===== config.mk =====
export PLATFORM = sky130hd
export DESIGN_NAME = match_timer
export DESIGN_NICKNAME = d
export VERILOG_FILES = /design/src/rtl/tmr_pkg.sv /design/src/rtl/tmr_counter.sv /design/src/rtl/tmr_snapshot.sv /design/src/rtl/match_timer.sv
export SDC_FILE = /design/constraint.sdc
export NUM_CORES = 2
export LEC_CHECK = 0
export BUFFER_PORTS_ARGS = -buffer_cell sky130_fd_sc_hd__buf_2
export CAP_MARGIN = 20
export CORE_ASPECT_RATIO = 1.1
export CORE_UTILIZATION = 40
export CTS_CLUSTER_DIAMETER = 150
export DETAILED_ROUTE_END_ITERATION = 6
export MAX_ROUTING_LAYER = met4
export PLACE_DENSITY = 0.64
export SLEW_MARGIN = 30
export SYNTH_ARGS = -nofsm -noshare
export SYNTH_HDL_FRONTEND = slang
export SYNTH_SLANG_ARGS = --single-unit
export TNS_END_PERCENT = 1

===== constraint.sdc =====
create_clock -name clk_i -period 2.55 [get_ports clk_i]
set_clock_uncertainty 0.15 [all_clocks]
set_input_delay 0.255 -clock clk_i [delete_from_list [all_inputs] [get_ports clk_i]]
set_output_delay 0.255 -clock clk_i [all_outputs]
set_load 0.005 [all_outputs]

===== src/rtl/tmr_pkg.sv =====
package tmr_pkg;
  localparam int AW = 6;
  localparam logic [AW-1:0] A_MATCH = 6'h00;
  localparam logic [AW-1:0] A_PRE   = 6'h10;
  localparam logic [AW-1:0] A_PCTL  = 6'h14;
  localparam logic [AW-1:0] A_STS   = 6'h18;
  localparam logic [AW-1:0] A_IE    = 6'h1C;
  localparam logic [AW-1:0] A_ICLR  = 6'h20;
  localparam logic [AW-1:0] A_CEN   = 6'h24;
  localparam logic [AW-1:0] A_SNAP  = 6'h28;
endpackage


===== src/rtl/tmr_counter.sv =====
module tmr_counter #(
  parameter int DW = 32,
  parameter int NC = 3,
  parameter int SW = 2
) (
  input  logic                   clk_i,
  input  logic                   rst_ni,
  input  logic                   run_i,
  input  logic [NC-1:0][DW-1:0]  match_i,
  input  logic [DW-1:0]          preload_i,
  input  logic                   rld_en_i,
  input  logic [SW-1:0]          rld_sel_i,
  input  logic [NC-1:0]          ie_i,
  input  logic [NC-1:0]          clr_i,
  output logic [DW-1:0]          count_o,
  output logic [NC-1:0]          sts_o,
  output logic                   irq_o
);
  logic [NC-1:0] hit;
  logic          sel_hit;

  for (genvar c = 0; c < NC; c++) begin : g_cmp
    assign hit[c] = run_i && (count_o == match_i[c]);
  end

  always_comb begin
    sel_hit = 1'b0;
    for (int c = 0; c < NC; c++)
      if (rld_sel_i == SW'(c)) sel_hit = hit[c];
  end

  always_ff @(posedge clk_i or negedge rst_ni) begin
    if (!rst_ni) begin
      count_o <= '0;
      sts_o   <= '0;
    end else begin
      if (run_i) count_o <= (rld_en_i && sel_hit) ? preload_i : count_o + 1'b1;
      sts_o <= (sts_o & ~clr_i) | hit;
    end
  end

  assign irq_o = |(sts_o & ie_i);

  a_r2_hold: assert property (@(posedge clk_i) disable iff (!rst_ni)
    !run_i |=> count_o == $past(count_o));
  a_r2_incr: assert property (@(posedge clk_i) disable iff (!rst_ni)
    (run_i && !rld_en_i) |=> count_o == $past(count_o) + 1'b1);
  a_r3_reload: assert property (@(posedge clk_i) disable iff (!rst_ni)
    (run_i && rld_en_i && rld_sel_i == '0 && count_o == match_i[0])
    |=> count_o == $past(preload_i));

  for (genvar c = 0; c < NC; c++) begin : g_chk
    a_r5_set: assert property (@(posedge clk_i) disable iff (!rst_ni)
      (run_i && count_o == match_i[c]) |=> sts_o[c]);
    a_r7_clear: assert property (@(posedge clk_i) disable iff (!rst_ni)
      (clr_i[c] && !(run_i && count_o == match_i[c])) |=> !sts_o[c]);
  end
endmodule


===== src/rtl/tmr_snapshot.sv =====
module tmr_snapshot #(
  parameter int DW  = 32,
  parameter int LAT = 3
) (
  input  logic          clk_i,
  input  logic          rst_ni,
  input  logic          req_i,
  input  logic [DW-1:0] count_i,
  output logic [DW-1:0] snap_o,
  output logic          busy_o
);
  localparam int PW = $clog2(LAT + 1);

  logic [PW-1:0] pend_q;
  logic [DW-1:0] shadow_q;

  // sample on request edge, publish after a fixed delay
  always_ff @(posedge clk_i or negedge rst_ni) begin
    if (!rst_ni) begin
      pend_q   <= '0;
      shadow_q <= '0;
      snap_o   <= '0;
    end else if (req_i) begin
      pend_q   <= PW'(LAT);
      shadow_q <= count_i;
    end else if (pend_q != '0) begin
      pend_q <= pend_q - 1'b1;
      if (pend_q == PW'(1)) snap_o <= shadow_q;
    end
  end

  assign busy_o = (pend_q != '0);

  a_r9_busy: assert property (@(posedge clk_i) disable iff (!rst_ni)
    req_i |=> busy_o);
  a_r8_stable: assert property (@(posedge clk_i) disable iff (!rst_ni)
    !(pend_q == PW'(1) && !req_i) |=> $stable(snap_o));
  a_r9_idle: assert property (@(posedge clk_i) disable iff (!rst_ni)
    (!busy_o && !req_i) |=> !busy_o);
endmodule


===== src/rtl/match_timer.sv =====
module match_timer
  import tmr_pkg::*;
#(
  parameter int NUM_TMR = 3,
  parameter int NUM_CMP = 3,
  parameter int DW      = 32,
  parameter int CAP_LAT = 3
) (
  input  logic               clk_i,
  input  logic               rst_ni,
  input  logic               wr_en_i,
  input  logic [5:0]         waddr_i,
  input  logic [DW-1:0]      wdata_i,
  input  logic [5:0]         raddr_i,
  output logic [DW-1:0]      rdata_o,
  output logic [NUM_TMR-1:0] irq_o
);
  localparam int NMATCH = NUM_TMR * NUM_CMP;
  localparam int SW     = (NUM_CMP > 1) ? $clog2(NUM_CMP) : 1;
  localparam int CTLW   = SW + 1;

  logic [DW-1:0]      match_q [NMATCH];
  logic [DW-1:0]      pre_q   [NUM_TMR];
  logic [CTLW-1:0]    pctl_q  [NUM_TMR];
  logic [NUM_CMP-1:0] ie_q    [NUM_TMR];
  logic [NUM_TMR-1:0] cen_q;

  logic [NUM_TMR-1:0][NUM_CMP-1:0][DW-1:0] tmatch;
  logic [NUM_CMP-1:0] clr_w  [NUM_TMR];
  logic [NUM_CMP-1:0] sts_w  [NUM_TMR];
  logic [DW-1:0]      cnt_w  [NUM_TMR];
  logic [DW-1:0]      snap_w [NUM_TMR];
  logic [NUM_TMR-1:0] cap_w;
  logic [NUM_TMR-1:0] busy_w;

  always_ff @(posedge clk_i or negedge rst_ni) begin
    if (!rst_ni) begin
      for (int i = 0; i < NMATCH; i++) match_q[i] <= '0;
      for (int t = 0; t < NUM_TMR; t++) begin
        pre_q[t]  <= '0;
        pctl_q[t] <= '0;
        ie_q[t]   <= '0;
      end
      cen_q <= '0;
    end else if (wr_en_i) begin
      for (int i = 0; i < NMATCH; i++)
        if (waddr_i == A_MATCH + 6'(i)) match_q[i] <= wdata_i;
      for (int t = 0; t < NUM_TMR; t++) begin
        if (waddr_i == A_PRE  + 6'(t)) pre_q[t]  <= wdata_i;
        if (waddr_i == A_PCTL + 6'(t)) pctl_q[t] <= wdata_i[CTLW-1:0];
        if (waddr_i == A_IE   + 6'(t)) ie_q[t]   <= wdata_i[NUM_CMP-1:0];
      end
      if (waddr_i == A_CEN) cen_q <= wdata_i[NUM_TMR-1:0];
    end
  end

  for (genvar t = 0; t < NUM_TMR; t++) begin : g_tmr
    for (genvar c = 0; c < NUM_CMP; c++) begin : g_m
      assign tmatch[t][c] = match_q[t*NUM_CMP + c];
    end
    assign clr_w[t] = (wr_en_i && waddr_i == A_ICLR + 6'(t)) ? wdata_i[NUM_CMP-1:0] : '0;
    assign cap_w[t] = wr_en_i && (waddr_i == A_SNAP + 6'(t)) && wdata_i[0];

    tmr_counter #(.DW(DW), .NC(NUM_CMP), .SW(SW)) i_cnt (
      .clk_i     (clk_i),
      .rst_ni    (rst_ni),
      .run_i     (cen_q[t]),
      .match_i   (tmatch[t]),
      .preload_i (pre_q[t]),
      .rld_en_i  (pctl_q[t][0]),
      .rld_sel_i (pctl_q[t][CTLW-1:1]),
      .ie_i      (ie_q[t]),
      .clr_i     (clr_w[t]),
      .count_o   (cnt_w[t]),
      .sts_o     (sts_w[t]),
      .irq_o     (irq_o[t])
    );

    tmr_snapshot #(.DW(DW), .LAT(CAP_LAT)) i_snap (
      .clk_i   (clk_i),
      .rst_ni  (rst_ni),
      .req_i   (cap_w[t]),
      .count_i (cnt_w[t]),
      .snap_o  (snap_w[t]),
      .busy_o  (busy_w[t])
    );
  end

  always_comb begin
    rdata_o = '0;
    for (int i = 0; i < NMATCH; i++)
      if (raddr_i == A_MATCH + 6'(i)) rdata_o = match_q[i];
    for (int t = 0; t < NUM_TMR; t++) begin
      if (raddr_i == A_PRE  + 6'(t)) rdata_o = pre_q[t];
      if (raddr_i == A_PCTL + 6'(t)) rdata_o = DW'(pctl_q[t]);
      if (raddr_i == A_STS  + 6'(t)) rdata_o = DW'({busy_w[t], sts_w[t]});
      if (raddr_i == A_IE   + 6'(t)) rdata_o = DW'(ie_q[t]);
      if (raddr_i == A_SNAP + 6'(t)) rdata_o = snap_w[t];
    end
    if (raddr_i == A_CEN) rdata_o = DW'(cen_q);
  end

  a_r1_irq_reset: assert property (@(posedge clk_i) $rose(rst_ni) |-> irq_o == '0);
  a_r2_stop_cen: assert property (@(posedge clk_i) disable iff (!rst_ni)
    (wr_en_i && waddr_i == A_CEN) |=> cen_q == $past(wdata_i[NUM_TMR-1:0]));
endmodule


==> run metrics <==
status=finished, violations left; failing checks=design-rule violations, negative setup slack; H-tree level count=3; ANT nets after route=0; syn avg cell area=about 11 sq um; Max-Cap Viols=0; grt total ovfl=0; Worst Max-Slew Pin Slew=0.622 ns; clk sink count=708; Hold Path Class=primary input to register; via count=32319; Top FF cell, synth=dfrtp_1; CP required=2.14 ns; fin worst setup slack=-0.664 ns; Clock Latency Late Sink=0.67 ns; crit path DAT=2.81 ns; crit path time final=3.21 ns; layout cells sized above 1=0.464; Finished Core Util=0.542; flops & latches, synth=708; NumNets Final=4284; WL/cell=29.2 um; post-placement cell count=5365; period utilisation layout=1.26; DRT iter0 DRCs=approximately 3000; hold_ws=0.0325 ns; R2R depth=11; FILL cells=8195; Final Power=roughly 0.034 W; Syn Inst Count=3368; vias in the first global route=about 32000; Critical Path Start Type=register; area of the core=92500 sq um; Post-synth EDFFs=0; cell area after synthesis=37300 sq um; cts bufs inserted=approximately 80; Seq/Total Area, Yosys=0.475; input/output buffers=81; R2R Setup Slk=-0.42 ns; GRT Overall Usage=0.352; crit path to=rdata_o[1]; DRC violations left=4; Critical R2R Launch=g_tmr[2].i_cnt.count_o[0]$_DFFE_PN0P_; Fin. Hold Viols=0; Die Ht=322 um; CTS tree=done; area added between synthesis and finish=34.3%; fmax=0.311 GHz; clk buf depth=3; Peak VDD IR=0.000582 V; asr flop ratio synth=1.00; Yosys warning count=0; # rows=117; leakage power=roughly 23 nW; Initial Util=0.403; Die W=about 300 um; DR pass1 iterations=7; detailed placement HPWL=126000 um; WS Path Type=register to output pin; commonest non-fill, non-tap cell in the layout=buf_4; GP Congestion=1.05; # setup viols final=128; pre-CTS WS=-0.680 ns; vias per cell=5.83; initial antenna violation count=2; Die ar.=94500 sq um; Max FO, Critical Path=2; largest net degree at the start of global routing=slightly below 90; worst hold path depth=2; Final Routed Wirelength=162000 um; Synth cell types=97; Post-Layout Cell Count=5540; # IOs=82; clock-pin slew on the worst setup and hold paths=0.06 ns; clock root cell=clkbuf_16; most frequent cells in the layout=878 x buf_4, 694 x dfrtp_1, 585 x mux2_2; worst relative slew slack=0.585; Net Count, Synth=3424; crit path from=match_q[193]$_DFFE_PN0P_; reg-to-reg endpoint=g_tmr[2].i_cnt.count_o[0]$_DFFE_PN0P_; global-route wire length before repair=231000 um; CP endpoint kind=output pin; P per Cell Area=687 nW/um^2; Final Max Slew Viols=0; RSZ-0062 raised after global routing=yes
==> state kept, by name, indices dropped and copies added (netlist names) <==
register	cells
match_q	288
g_tmr.i_cnt.count_o	96
g_tmr.i_snap.shadow_q	96
g_tmr.i_snap.snap_o	96
pre_q	96
g_tmr.i_cnt.sts_o	9
ie_q	9
pctl_q	9
g_tmr.i_snap.pend_q	6
cen_q	3
==> worst max-delay path, stage by stage, from the launching register on <==
cell and delay [ns]:
dfrtp_1 0.39, buf_6 0.12, mux4_2 0.50, a222oi_1 0.32, nand4_1 0.18, o311ai_1 0.11, nand3_1 0.11, a31oi_1 0.20
nor2_1 0.08, buf_2 0.13
==> through the flow <==
step           TNS [ns]  area (sq um)
2_1_floorplan     -8.19         37300
3_3_place_gp     -50.01         46200
3_5_place_dp     -50.45         46200
4_1_cts          -34.01         49800
5_1_grt          -47.89         50100
6_report         -38.54         50100
==> synth_stat cells, types with 19 or more instances <==
cell / instances / area, sq um
dfrtp_1: 708 / 17700
inv_1: 46 / 173
mux2_2: 586 / 6600
nor4_1: 47 / 294
mux2i_1: 57 / 571
nand2b_1: 30 / 188
clkbuf_1: 230 / 863
o21ai_0: 143 / 716
and3_1: 36 / 225
nor3_1: 53 / 265
a22oi_1: 72 / 541
nand3_1: 102 / 510
xor2_1: 55 / 482
o221ai_1: 24 / 210
buf_1: 32 / 120
nand4_1: 92 / 576
xnor2_1: 245 / 2150
a222oi_1: 19 / 190
a221oi_1: 27 / 236
a21oi_1: 90 / 450
buf_2: 24 / 120
nor2_1: 116 / 435
nand2_1: 192 / 721
a221o_1: 27 / 270
a31oi_1: 31 / 194
==> worst min path at each step <==
stage / start / end / slack [ns]
4_1_cts: wdata_i[1] / g_tmr[2].i_cnt.sts_o[1]$_DFF_PN0_ / 0.001
2_1_floorplan: rst_ni / cen_q[0]$_DFFE_PN0P_ / -0.19
3_5_place_dp: rst_ni / g_tmr[2].i_snap.shadow_q[3]$_DFFE_PN0P_ / 0.09
6_report: wdata_i[25] / match_q[25]$_DFFE_PN0P_ / 0.03
5_1_grt: wdata_i[25] / match_q[25]$_DFFE_PN0P_ / 0.02
3_3_place_gp: rst_ni / g_tmr[2].i_snap.shadow_q[3]$_DFFE_PN0P_ / 0.08
==> cell families (layout without fill, tap and decap cells) <==
| group | Yosys count | after routing | synth area share |
|---|---|---|---|
| AOI/OAI and AO/OA | 585 | 585 | 0.108 |
| xor gates and xnor gates | 302 | 302 | 0.0713 |
| adders and majority gates | 9 | 9 | 0.00302 |
| buffers and inverters | 351 | 1273 | 0.0390 |
| DFF | 708 | 708 | 0.475 |
| muxes | 654 | 654 | 0.198 |
| other | 0 | 1 | 0 |
| and+or+nand+nor | 759 | 759 | 0.106 |
==> per-layer routing <==
layer / up-vias / track usage / share of wire
met2: 1439 / 0.555 / 0.46
li1: 14061 / - / -
met5: - / - / 0
met4: 0 / 0.178 / 0.058
met3: 327 / 0.0469 / 0.071
met1: 16492 / 0.443 / 0.41
==> where the power goes <==
part / total (W) / internal (W) / leakage, nW / switching, W
clock: 0.0119 / 0.00689 / 1.33 / 0.00501
sequential: 0.0135 / 0.0123 / 9.50 / 0.00117
combinational: 0.00902 / 0.00438 / 12.6 / 0.00464
==> layout make-up <==
cell class / count / area [sq um] / area share
Antenna cell: 1 / 2.50 / 0.0000499
Clock buffer: 110 / 2280 / 0.0456
Clock inverter: 33 / 382 / 0.00761
Inverter: 49 / 184 / 0.00367
Multi-Input combinational cell: 2309 / 19100 / 0.381
Sequential cell: 708 / 17700 / 0.354
Tap cell: 1249 / 1560 / 0.0312
Timing Repair Buffer: 1081 / 8890 / 0.177
==> timing repair <==
item	in CTS	in global routing
pin swaps	55	18
gates cloned	0	0
hold endpoints to repair	726	0
hold buffers	26	0
resized for setup	166	67
setup buffers	3	2
endpoints found under the setup margin	128	128
Note: power is estimated with default switching activity, not from simulation.
